### config.mk
export PLATFORM = sky130hd
export DESIGN_NAME = seg_addr_unit
export DESIGN_NICKNAME = d
export VERILOG_FILES = /design/src/rtl/seg_addr_pkg.sv /design/src/rtl/seg_cache_bank.sv /design/src/rtl/seg_line_gate.sv /design/src/rtl/seg_addr_gen.sv /design/src/rtl/seg_addr_unit.sv
export SDC_FILE = /design/constraint.sdc
export NUM_CORES = 1
export LEC_CHECK = 0
export ABC_AREA = 1
export BUFFER_PORTS_ARGS = -buffer_cell sky130_fd_sc_hd__buf_4
export CORE_MARGIN = 2
export CORE_UTILIZATION = 35
export CTS_BUF_LIST = sky130_fd_sc_hd__clkbuf_8
export DETAILED_ROUTE_END_ITERATION = 7
export GPL_ROUTABILITY_DRIVEN = 0
export PLACE_DENSITY = 0.57
export SLEW_MARGIN = 20
export SYNTH_ARGS = -nofsm -noshare
export SYNTH_HDL_FRONTEND = slang
export SYNTH_SLANG_ARGS = --single-unit
### constraint.sdc
create_clock -name clk -period 3.1 [get_ports clk]
set_clock_uncertainty 0.1 [all_clocks]
set_input_delay 0.155 -clock clk [delete_from_list [all_inputs] [get_ports clk]]
set_output_delay 0.155 -clock clk [all_outputs]
set_load 0.005 [all_outputs]
### src/rtl/seg_addr_pkg.sv
// Shared widths, cache record type and reset constants for the segment
// address unit. Assumes a 24-bit physical space and 16-bit offsets.
package seg_addr_pkg;
    localparam int PADDR_W  = 24;
    localparam int OFS_W    = 16;
    localparam int NSEG     = 4;
    localparam int SEGIDX_W = $clog2(NSEG);
    localparam int GATED_W  = 4;
    localparam int SEL_SH   = 4;
    localparam int HI_PAD   = PADDR_W - OFS_W - SEL_SH;

    localparam logic [7:0]       RIGHTS_RESET = 8'h93;
    localparam logic [OFS_W-1:0] LIMIT_REAL   = '1;

    localparam int RIGHT_WR_BIT   = 1;
    localparam int RIGHT_CODE_BIT = 3;

    typedef struct packed {
        logic [PADDR_W-1:0] base;
        logic [7:0]         rights;
        logic [OFS_W-1:0]   limit;
    } seg_cache_t;
endpackage

### src/rtl/seg_cache_bank.sv
// Four hidden segment caches. A restore write loads a whole cache in any
// mode and takes priority. A real-mode selector load rebuilds base and
// limit and keeps the rights byte. Assumes one update per segment per cycle.
module seg_cache_bank
    import seg_addr_pkg::*;
(
    input  logic                clk,
    input  logic                rst_n,
    input  logic                prot_mode,
    input  logic                sel_ld_en,
    input  logic [SEGIDX_W-1:0] sel_ld_seg,
    input  logic [OFS_W-1:0]    sel_ld_val,
    input  logic                restore_en,
    input  logic [SEGIDX_W-1:0] restore_seg,
    input  seg_cache_t          restore_rec,
    output seg_cache_t          caches [NSEG]
);
    for (genvar g = 0; g < NSEG; g++) begin : g_seg
        // Per-segment cache update with restore-write priority.
        always_ff @(posedge clk) begin
            if (!rst_n) begin
                caches[g].base   <= '0;
                caches[g].rights <= RIGHTS_RESET;
                caches[g].limit  <= LIMIT_REAL;
            end else if (restore_en && restore_seg == SEGIDX_W'(g)) begin
                caches[g] <= restore_rec;
            end else if (sel_ld_en && !prot_mode && sel_ld_seg == SEGIDX_W'(g)) begin
                caches[g].base  <= {{HI_PAD{1'b0}}, sel_ld_val, {SEL_SH{1'b0}}};
                caches[g].limit <= LIMIT_REAL;
            end
        end
    end
endmodule

### src/rtl/seg_line_gate.sv
// Holds the upper-address-line gate bit. It is disabled at reset and
// updated only by an explicit set strobe.
module seg_line_gate (
    input  logic clk,
    input  logic rst_n,
    input  logic set_en,
    input  logic set_val,
    output logic enabled
);
    // Gate register.
    always_ff @(posedge clk) begin
        if (!rst_n)      enabled <= 1'b0;
        else if (set_en) enabled <= set_val;
    end
endmodule

### src/rtl/seg_addr_gen.sv
// Registered address former: base plus offset modulo the physical space,
// upper lines masked while the gate is disabled, and limit and rights
// checks. Assumes the inputs are the selected cache fields for this cycle.
module seg_addr_gen
    import seg_addr_pkg::*;
(
    input  logic               clk,
    input  logic               rst_n,
    input  logic               req,
    input  logic               wr,
    input  logic [OFS_W-1:0]   offset,
    input  logic [PADDR_W-1:0] base,
    input  logic [OFS_W-1:0]   limit,
    input  logic               seg_writable,
    input  logic               seg_is_code,
    input  logic               gate_on,
    output logic               strobe,
    output logic [PADDR_W-1:0] addr,
    output logic               lim_flt,
    output logic               prot_flt
);
    logic [PADDR_W-1:0] sum;
    logic [PADDR_W-1:0] masked;
    logic               over;
    logic               denied;

    // Combinational sum, gate mask and checks.
    always_comb begin
        sum    = base + PADDR_W'(offset);
        masked = gate_on ? sum : {{GATED_W{1'b0}}, sum[PADDR_W-GATED_W-1:0]};
        over   = offset > limit;
        denied = wr && (seg_is_code || !seg_writable);
    end

    // Output register for the address and the result flags.
    always_ff @(posedge clk) begin
        if (!rst_n) begin
            strobe   <= 1'b0;
            addr     <= '0;
            lim_flt  <= 1'b0;
            prot_flt <= 1'b0;
        end else begin
            addr     <= masked;
            strobe   <= req && !over && !denied;
            lim_flt  <= req && over;
            prot_flt <= req && denied;
        end
    end
endmodule

### src/rtl/seg_addr_unit.sv
// Top level: the cache bank, the line gate and the address former.
// Addresses come only from the hidden caches. Assumes the segment select
// and the offset are stable for the cycle in which acc_req is high.
module seg_addr_unit
    import seg_addr_pkg::*;
(
    input  logic                clk,
    input  logic                rst_n,
    input  logic                prot_mode,
    input  logic                sel_ld_en,
    input  logic [SEGIDX_W-1:0] sel_ld_seg,
    input  logic [OFS_W-1:0]    sel_ld_val,
    input  logic                restore_en,
    input  logic [SEGIDX_W-1:0] restore_seg,
    input  logic [PADDR_W-1:0]  restore_base,
    input  logic [7:0]          restore_rights,
    input  logic [OFS_W-1:0]    restore_limit,
    input  logic                gate_set_en,
    input  logic                gate_set_val,
    output logic                gate_state,
    input  logic                acc_req,
    input  logic [SEGIDX_W-1:0] acc_seg,
    input  logic [OFS_W-1:0]    acc_offset,
    input  logic                acc_write,
    output logic                acc_strobe,
    output logic [PADDR_W-1:0]  phys_addr,
    output logic                limit_fault,
    output logic                prot_fault
);
    seg_cache_t caches [NSEG];
    seg_cache_t cur;
    seg_cache_t rest_rec;
    logic       unused_rights;

    // Pack the restore fields into a record and select the active cache.
    always_comb begin
        rest_rec.base   = restore_base;
        rest_rec.rights = restore_rights;
        rest_rec.limit  = restore_limit;
        cur             = caches[acc_seg];
    end

    assign unused_rights = ^{cur.rights[7:4], cur.rights[2], cur.rights[0]};

    seg_cache_bank u_bank (
        .clk         (clk),
        .rst_n       (rst_n),
        .prot_mode   (prot_mode),
        .sel_ld_en   (sel_ld_en),
        .sel_ld_seg  (sel_ld_seg),
        .sel_ld_val  (sel_ld_val),
        .restore_en  (restore_en),
        .restore_seg (restore_seg),
        .restore_rec (rest_rec),
        .caches      (caches)
    );

    seg_line_gate u_gate (
        .clk     (clk),
        .rst_n   (rst_n),
        .set_en  (gate_set_en),
        .set_val (gate_set_val),
        .enabled (gate_state)
    );

    seg_addr_gen u_gen (
        .clk          (clk),
        .rst_n        (rst_n),
        .req          (acc_req),
        .wr           (acc_write),
        .offset       (acc_offset),
        .base         (cur.base),
        .limit        (cur.limit),
        .seg_writable (cur.rights[RIGHT_WR_BIT]),
        .seg_is_code  (cur.rights[RIGHT_CODE_BIT]),
        .gate_on      (gate_state),
        .strobe       (acc_strobe),
        .addr         (phys_addr),
        .lim_flt      (limit_fault),
        .prot_flt     (prot_fault)
    );
endmodule

---- Yosys cells after proc, flatten, opt, wreduce, memory -nomap -nowiden ----
Cells that the tools add are included.
cells by class
  equal/unequal tests ..................... 6
  multiply operators ...................... 0
  $add $sub $neg .......................... 1
  reduce and logical (&&, ||, !) cells .... 26
  multiplexer cells ....................... 19
  order comparisons ....................... 2
  bitwise logic cells ..................... 1
  shift operators ......................... 0
  divide/modulo/power cells ............... 0
operator list
  cell                                                                    number
  24-bit two-way mux                                                      8
  16-bit two-way mux                                                      8
  48-bit binary-select mux with 2-bit select                              1
  48-bit two-way mux                                                      2
  24-bit by 16-bit adder with 24-bit output                               1
  16-bit greater-than comparator                                          1
  1-bit logical AND                                                       14
  2-bit equality test (second input constant)                             4
  2-bit nonzero test                                                      4
  2-bit by 1-bit equality test with 1-bit output (second input constant)  2
  1-bit logical NOT                                                       4
  2-bit logical NOT                                                       2
  3-bit >= comparator (second input constant)                             1
  2-bit inverter with 3-bit output                                        1
  2-bit AND reduction                                                     1
  1-bit logical OR                                                        1
word-level totals
  memory bits (writable) .................. 0
  logic and storage cells ................. 73
  latch bits .............................. 0
  input bits .............................. 95
  memory bits (read-only) ................. 0
  register bits ........................... 220
  memories kept ........................... 0
  output and inout port bits .............. 28

---- Logic depth before layout (Yosys ltp) ----
Gate-level depths: netlist of the first run.
  depth after elaboration ................. 9
  mapped depth ............................ 19
  depth with buffers taken out ............ 16

---- Hierarchy ----
Synthesis of the first run repeated with hierarchy kept, for this count alone.
unflattened totals
  cell total of the unflattened synthesis .. 2,074
  area, all modules ....................... 12,597.1 um^2
by module, submodules not included
  module          instances  cells each  sequential area each (um^2)  area an instance (um^2)
  seg_cache_bank  1          1,165       3,843.7                      8,032.7
  seg_addr_gen    1          412         540.5                        2,466.1
  seg_addr_unit   1          491         0.0                          2,057.0
  seg_line_gate   1          6           20.0                         41.3

---- Worst setup path after synthesis of the first run ----
No wires, ideal clock.
  path kind ............................... input port to flip-flop
  from .................................... input port acc_seg[0]
  to ...................................... register u_gen.addr[22]
  path slack .............................. 0.589 ns
  library setup time ...................... 0.070 ns
  arrival ................................. 2.342 ns
  path buffers ............................ 4
  cell stages on the path ................. 19
  required time ........................... 2.930 ns
  cells stage by stage .................... buf_4 > buf_6 > buf_2 > clkbuf_1 > o21ai_0 > o22ai_1 > ha_1 > fa_1 > nand2_1 > inv_1 > nand3_1 > nand3_1 > nand2_1 > nand2_1 > nand2_1 > nand2_1 > nand2_1 > nand2_1 > a21oi_1
between the ends
  word-level cells in the longest chain between the ends .. 5
ends and longest elaborated chain
  item                                                    RTL line             source
  from (decl)                                             seg_addr_unit.sv:22  input logic [SEGIDX_W-1:0] acc_seg,
  2-bit inverter with 3-bit output (implied by the code)  seg_addr_unit.sv:40  cur = caches[acc_seg];
  48-bit binary-select mux with 2-bit select              seg_addr_unit.sv:40
  48-bit two-way mux (implied by the code) (2 in series)  seg_addr_unit.sv:40
  24-bit by 16-bit adder with 24-bit output               seg_addr_gen.sv:29   sum = base + PADDR_W'(offset);
  to (signal assigned)                                    seg_addr_gen.sv:43   addr <= masked;
  to (decl)                                               seg_addr_gen.sv:18   output logic [PADDR_W-1:0] addr,
No other way between the ends. The select of a mux whose other input is x is not followed.
A chain may end at the register's enable or synchronous reset.

---- Final worst setup path of the first run ----
  from .................................... input port acc_seg[1]
  to ...................................... register u_gen.lim_flt
between the ends
  word-level cells in the longest chain between the ends .. 6
ends and longest elaborated chain
  item                                                    RTL line             source
  2-bit inverter with 3-bit output (implied by the code)  seg_addr_unit.sv:40
  48-bit binary-select mux with 2-bit select              seg_addr_unit.sv:40
  48-bit two-way mux (implied by the code) (2 in series)  seg_addr_unit.sv:40
  16-bit greater-than comparator                          seg_addr_gen.sv:31   over = offset > limit;
  1-bit logical AND                                       seg_addr_gen.sv:45   lim_flt <= req && over;
  to (signal assigned)                                    seg_addr_gen.sv:45
  to (decl)                                               seg_addr_gen.sv:19   output logic lim_flt,
No other way between the ends. The select of a mux whose other input is x is not followed.

==> summary by stage, run 1 <==
Final layout
The area taken by flip-flops and latches is between 3000 and 4000 um2. Summing all multi-input logic gate instances after layout gives between 4000 and 5000 um2. The count of fill cells added during filler insertion is 2,817. From synthesis to final layout, the design area changed by 24.8%.

The top cell types in the final layout, fill and taps aside, are 351 x nand2_1, 196 x dfxtp_1, 175 x a21oi_1. The fraction of final layout cells sized beyond drive strength 1 is a little over an eighth. The number of inserted diodes is 0.

Leaving out fill and tap cells, the most frequent cell in the layout is nand2_1. The number of nets at the end of the flow is roughly 1,700. After routing the design area is approximately 12,000 um2.

Timing
The fraction of the cycle the final worst path needs is 76.9%. The number of pins exceeding their max-slew limit in the final report is 0. At the pin with the least slew margin, the transition time is 0.952 ns.

The relative slew slack is a little over a third. The count of final setup violators is 0. Final hold analysis gives a worst-case slack of ~0.043 ns.

The clock period could shrink to ~2.4 ns. The final total negative setup slack is 0 ns. The total count of hold-check failures in the final report is 0.

Timing would allow up to between 0.4 and 0.5 GHz. Setup repair after global routing left no endpoint under its margin.

Clock tree
The CTS sink count is 196. The number of H-tree branching levels is 4. The clock input transition at the sequential cells of the worst setup and hold paths is 0.11 ns. The worst-skew pair later-pin latency is about 0.47 ns. The tree is rooted in a clkbuf_8. The maximum root-to-sink buffer count is 2. The CTS tree is yes. Post-CTS repair changed the size of 0 cells. TritonCTS created 17 clock buffers.

Synthesis
The mapped cell area is 9670 um2. The gate count of the mapped netlist is 1,374. The share of the Yosys chip area taken by registers is 40.6%. Counting flops with a built-in enable in the synthesized netlist gives 0. Among all flip-flop cells after synthesis, the most frequent one is dfxtp_1.

The number of unique standard cell types used by synthesis is 34. The net count of the mapped netlist is between 1,500 and 2,000. Yosys printed 0 warnings. The number of synthesized register bits is between 150 and 200. Averaged over all synthesized cells, the footprint is 7.03 um2. Counting flops with an async set or reset pin after synthesis yields a share of 0%.

Worst setup path
The largest stage delay on the critical path is 0.34 ns. The kind of start point of the critical path is an input pin. The source of the critical timing path is acc_seg[1]. For the worst setup path, the data arrival time is 2.69 ns. The signal on the critical path passes through buf_4 > inv_1 > buf_4 > buf_4 > buf_4 > a21oi_1 > a32o_1 > ha_1 > nand2_1 > nor4_1 > o21ai_0 > nand2_1 > nand2_1 > nor2_1. The most frequent cell on the critical path is buf_4. The biggest fanout along the worst timing path is 15.

The count of cells along the worst register-to-register path is 15. The endpoint class of the critical path is a flop. The data required time of the critical path is ~3.4 ns.

The startpoint identified for the worst register-to-register timing path is u_bank.caches[72]. The slowest stage of the critical path is the inv_1 cell. The worst setup path is of the input pin to flop kind.

Floorplan
The die covers 29,000 um2. The initial core utilization is 35.8%. The number of placed I/O pins is between 100 and 150. The chip width is 170 um. From bottom edge to top edge, the die measures 170 um. The total area inside the core boundary comes to between 20,000 and 30,000 um2. In this run the core area contains 60 standard-cell rows.

GRT
The number of antenna violations at the first check in global routing was 0. The first global-routing pass estimated 48,800 um of wire. The via count of the first global-routing pass is between 9,000 and 10,000.

The total congestion overflow is 0. Entering global routing, the biggest net connects 70 pins. Global routing consumed, over all layers together, 21.5% of the routing resources.

Detailed routing
For this run, design rule violations remaining after detail routing come to 0. Summing over every cut layer, the via total after detailed routing is 9,925. The count of antenna-violating nets left after detailed routing is 0. Dividing the detail-routed via count by the number of cells gives roughly 5.2. The routed design has 31,100 um of wire. After the first detailed-routing iteration, the DRC count stood at 831. Before antenna repair, the detailed router went through 5 iterations.

The wire length per cell is around 16 um.

Min path
The cell depth of the worst min-delay path is 3. In this run the worst hold path is classified as input pin to flop. The worst hold path begins at acc_offset[8].

Placed design
Input and output buffers added on the ports amount to between 100 and 150. The half-perimeter wire length after detailed placement is approximately 20,000 um. Once placement finished, the instance area stood at 10,800 um2.

Power and ir drop
The worst-case vdd ir drop is 0.236 mV. The analysis attributes to cell leakage a power of ~5.1 nW. The power density over the cells is between 400 and 500 nW/um2.

Status
The flow ran to the end, and the final reports show no timing, DRC or antenna violations.

Run
The max-capacitance violation count is 0.
what timing repair did:
| item | CTS | global route |
|---|---|---|
| buffers inserted | 0 | 0 |
| endpoints found under the hold margin | 183 | 0 |
| hold buffers | 83 | 0 |
per-layer routing:
| metal | global-route usage [%] | routed length [um] | share of wire, % | up-vias |
|---|---|---|---|---|
| li1 | - | - | - | 4981 |
| met1 | 30.9 | 15100 | 48 | 4575 |
| met2 | 34.3 | 13600 | 44 | 345 |
| met3 | 3.05 | 2130 | 6.9 | 24 |
| met4 | 4.79 | 306 | 0.99 | 0 |
| met5 | 0 | 0 | 0 | - |
synth_stat cells, drive strengths merged, types with 10 or more instances:
| cell | number | area, um2 |
|---|---|---|
| a21oi | 175 | 876 |
| o21ai | 175 | 876 |
| dfxtp | 196 | 3920 |
| nand3 | 43 | 215 |
| inv | 97 | 364 |
| o22ai | 81 | 507 |
| nor3 | 10 | 88.8 |
| ha | 32 | 400 |
| clkbuf | 55 | 206 |
| a32o | 16 | 160 |
| buf | 35 | 219 |
| nand2 | 352 | 1330 |
| nor2 | 79 | 297 |
power by group:
| group | internal [W] | switching, W |
|---|---|---|
| Combinational | 0.000475 | 0.000680 |
| Sequential | 0.00265 | 0.0000574 |
| Clock | 0.000608 | 0.00105 |
sequential cells by signal, indices dropped and copies added (netlist names):
| signal | flops |
|---|---|
| u_gen.strobe | 1 |
| u_gate.enabled | 1 |
| u_gen.lim_flt | 1 |
| u_gen.prot_flt | 1 |
| u_bank.caches | 168 |
| u_gen.addr | 24 |
layout make-up:
cell class / count / share of cell area [%]
Inverter: 97 / 3.02
Sequential cell: 196 / 32.5
Tap cell: 341 / 3.54
Clock inverter: 15 / 1.33
Clock buffer: 17 / 1.94
Multi-Input combinational cell: 991 / 41.2
Timing Repair Buffer: 234 / 16.5
through the flow:
stage	power [W]	utilization [%]	instances	setup WS, ns
2_1_floorplan	0.00340	-	1374	0.589
3_3_place_gp	0.00382	40.1	1776	0.313
3_5_place_dp	0.00383	40.1	1776	0.304
4_1_cts	0.00556	44.6	1891	0.739
5_1_grt	0.00582	44.6	1891	0.513
6_report	0.00552	44.6	1891	0.715
path summary, 6_finish.rpt:
path                             end  slack [ns]
setup / recovery       u_gen.lim_flt        0.72
hold / removal         u_gen.addr[8]        0.04
setup reg to reg      u_gen.addr[22]        0.75
hold reg to reg   u_bank.caches[121]        0.36
worst max-delay path, delay by kind of cell:
family / cells / cell delay, ns
buf+inv: 5 / 1.13
simple gates: 5 / 0.63
compound gates: 3 / 0.45
fa+ha+maj: 1 / 0.30
logic make-up after synthesis:
group	Yosys count	synth area share [%]
AO/OA/AOI/OAI	460	26.0
adder cells (fa/ha/maj)	33	4.35
buffers and inverters	187	8.17
flip-flops	196	40.6
AND/OR/NAND/NOR	498	20.9
Note: power is estimated with default switching activity, not from simulation.
==> run 2: changes to the inputs <==
- PLACE_DENSITY: 0.57 -> 0.59
- clock period: 3.1 -> 2 ns (I/O delays scaled with it)
==> run 2 against run 1 <==
  * The flow now finishes with violations (setup timing)
  * Routed wire length up 5.6%
  * Final area increased by 11%
  * Clock power is 52% higher
  * Cell count rose by 4.1%
  * Power grew 65%
  * Worst hold slack got worse by 0.0072 ns
  * Clock-buffer cell count is the same
  * Largest power group unchanged
==> summary by stage, run 2 (synthesis gave the netlist of run 1 again) <==
Timing
The relative slew slack is 51.3% (+15 points). Static timing analysis puts the maximum clock frequency at 0.472 GHz. After layout, the minimum clock period comes to between 2 and 2.5 ns. The count of final setup violators came to 10 (+10). The total count of hold-check failures in the final report is 0 (unchanged).

The final total negative setup slack is -0.591 ns (-0.591 ns). The setup slack of the critical path after layout was -0.118 ns (-0.833 ns). The transition time at the pin with the least slew margin is 0.729 ns (-0.223 ns). The fraction of the cycle the final worst path needs is 106%. The number of pins exceeding their max-slew limit in the final report was 0 (unchanged). Setup repair after global routing could not meet its margin everywhere.

Detailed routing
The number of DRC markers in iteration 0 was 809 (-2.6%). The DRC violation count after routing is 0 (unchanged). The number of detailed-route iterations in the first pass came to 5 (unchanged). The via-per-instance ratio is 5.27 (+0.35%). The count of antenna-violating nets left after detailed routing is 0 (unchanged).

The total vias in the final route is 10,371 (+4.5%). The total length of routed wires is 32,800 um (+5.6%). The wire length per cell is 16.7 um (+1.4%).

Min path
The startpoint of the worst hold path is acc_offset[1]. The cell depth of the worst min-delay path is 4 (+1). The path class of the tightest hold or removal check is input pin to flop. For hold timing, the worst endpoint is u_gen.addr[1].

Final layout
The area occupied by multi-input gates is 5590 um2 (+12%). The count of fill cells added during filler insertion is 2,674 (-5.1%). The fraction of final layout cells sized beyond drive strength 1 is 27.5% (+14 points). The growth of design area from synthesis to finish is 39.0%. The number of nets at the end of the flow is 1,744 (+4.7%).

The number of flip-flops under the largest register name came to 168 (unchanged). The number of inserted diodes was 0 (unchanged). The leading cell type in the layout, fill and taps excluded is nand2_1. In the final layout, the registers with the most flip-flops are u_bank.caches: 168 flops, u_gen.addr: 24 flops. The total non-filler cell area in the finished layout came to 13,400 um2 (+11%). The register with the highest flop count is u_bank.caches. The area taken by flip-flops and latches is 3960 um2 (+0.92%). The library cells used most frequently in the layout, excluding fill and tap cells, are 322 x nand2_1, 217 x buf_4, 167 x dfxtp_1.

Worst setup path
The worst-path cell with the longest stage delay is fa_2. The slack of the worst reg-to-reg path is -0.12 ns (-0.87 ns). The largest stage delay on the critical path came to 0.35 ns (about the same). The endpoint class of the critical path is a flop. The critical path is of the flop to flop type. Traced cell by cell, the critical path runs through o21ai_2 > o22ai_2 > ha_2 > fa_2 > nand2_2 > inv_2 > nand3_2 > nand3_2 > nand2_2 > nand2_2 > nand2_2 > nand2_2 > nand2_1 > nand2_1 > a21oi_1. The count of cells along the worst register-to-register path is 15 (unchanged). The worst register-to-register path ends at u_gen.addr[22]. The biggest fanout along the worst timing path is 3 (-12).

The most frequent cell on the critical path is nand2_2. The data required time of the critical path is 2.30 ns (-1.10 ns). In this run the critical register-to-register path is launched from u_bank.caches[72]. The kind of start point of the critical path is a flop. The arrival time of the worst setup path was 2.42 ns (-0.27 ns).

Power and ir drop
The proportion of power drawn by the clock network is 27.9% (-2.1 points). The net switching power is 0.00287 W (+61%). The part of the power in combinational logic is 25.6% (+4.7 points).

The power density over the cells is 676 nW/um2 (+48%). The part of the total power dissipated in sequential elements came to 46.5% (-2.6 points). The total power consumption of the routed design was 0.00909 W (+65%). The leakage power came to 5.61 nW (+9.7%). The worst-case vdd ir drop is 0.468 mV (+98%).

The internal power contribution is 0.00622 W (+66%). The fraction of power spent switching nets is 31.6% (-0.76 points).

Clock tree
The CTS sink count came to 196 (unchanged). The cell sitting at the root of the clock tree is a clkbuf_8. The number of H-tree branching levels was 4 (unchanged).

The clock input transition at the sequential cells of the worst setup and hold paths is 0.10 ns (about the same). The CTS tree is yes. The maximum root-to-sink buffer count is 2 (unchanged). The clock buffer count from CTS was 17 (unchanged).

The worst-skew pair later-pin latency is 0.48 ns (about the same).

Floorplan
The area of the core is 27,000 um2 (unchanged). The initial core utilization was 35.8% (unchanged). The height of the chip is 170 um (unchanged). The die area was 29,000 um2 (unchanged). The chip width is 170 um (unchanged).

The number of placement rows was 60 (unchanged). The number of placed I/O pins was 123 (unchanged).

GRT
The number of antenna violations at the first check in global routing came to 0 (unchanged). The first-pass GRT wire length is 51,600 um (+5.8%). The global router's overall resource usage was 22.6% (+1.0 points). The pin count of the biggest net entering global routing is 124 (+77%). The via count of the first global-routing pass is 9,817 (+7.5%). The total congestion overflow is 0 (unchanged).

Run
The max-capacitance violation count came to 0 (unchanged).

Placed design
The area after detailed placement is 11,600 um2 (+6.5%). The half-perimeter wire length after detailed placement is 21,600 um (+5.6%). The number of port buffers is 116 (unchanged).

Status
The run finished, with violations left. The final reports fail on setup timing.
## run 2: cell count changes in the layout (fill, tap and decap cells not counted), sizes merged
cell / delta
buf: +80
clkinv: -5
clkinvlp: +4
bufinv: +1
dlygate4sd3: -1
inv: -1
## run 2: layout make-up
type                       instances  area share (%)
clock buffer                      17            1.74
inverter                          97            2.77
sequential                       196            29.5
clock inverter                    14            1.08
tap                              341            3.18
multi-input combinational        991            41.6
timing repair buffer             313            20.2
## run 2: worst max path at each step
stage                       start              to  slack (ns)  cells after the start
6_report        u_bank.caches[72]  u_gen.addr[22]       -0.12                     15
2_1_floorplan          acc_seg[0]  u_gen.addr[22]       -0.24                     19
5_1_grt        u_bank.caches[120]  u_gen.addr[22]       -0.25                     15
3_5_place_dp           acc_seg[0]  u_gen.addr[20]       -0.49                     15
4_1_cts         u_bank.caches[72]  u_gen.addr[10]       -0.09                     13
3_3_place_gp           acc_seg[0]  u_gen.addr[20]       -0.47                     15
## run 2: stage by stage
stage | setup WS, ns | util, % | hold WS (ns) | instances
floorplan | -0.238 | - | 0.0941 | 1374
global placement | -0.472 | 42.7 | 0.192 | 1845
detailed placement | -0.488 | 42.7 | 0.195 | 1845
CTS | -0.0892 | 48.3 | 0.0111 | 1965
global route | -0.249 | 49.7 | 0.0157 | 1969
finish | -0.118 | 49.7 | 0.0360 | 1969
## run 2: repair_timing
action / 4_1_cts / 5_1_grt
gates resized for setup: 76 / 108
hold buffers: 82 / 0
buffers inserted: 7 / 5
endpoints found under the hold margin: 175 / 0
pin swaps: 29 / 48
setup endpoints to repair: 18 / 23
## run 2: critical path, delay by kind of cell (launching register included)
family | cells | cell delay, ns
simple gates | 9 | 0.69
fa+ha+maj | 2 | 0.54
flops | 1 | 0.34
compound gates | 3 | 0.34
buf+inv | 1 | 0.05
## run 2: routing by layer
layer	vias to the layer above	global-route usage (%)	part of all wire [%]
met2	315	35.8	46
met4	0	6.91	1.9
li1	5158	-	-
met5	-	0	0
met3	44	3.16	5.5
met1	4854	31.7	47
## run 2: power by group through the flow
stage	registers [W]	clock network, W	logic (W)
after CTS	0.00422	0.00261	0.00215
after global routing	0.00425	0.00277	0.00254
after floorplan	0.00428	0	0.00104
after detailed placement	0.00430	0	0.00190
after global placement	0.00430	0	0.00188
final	0.00423	0.00253	0.00233
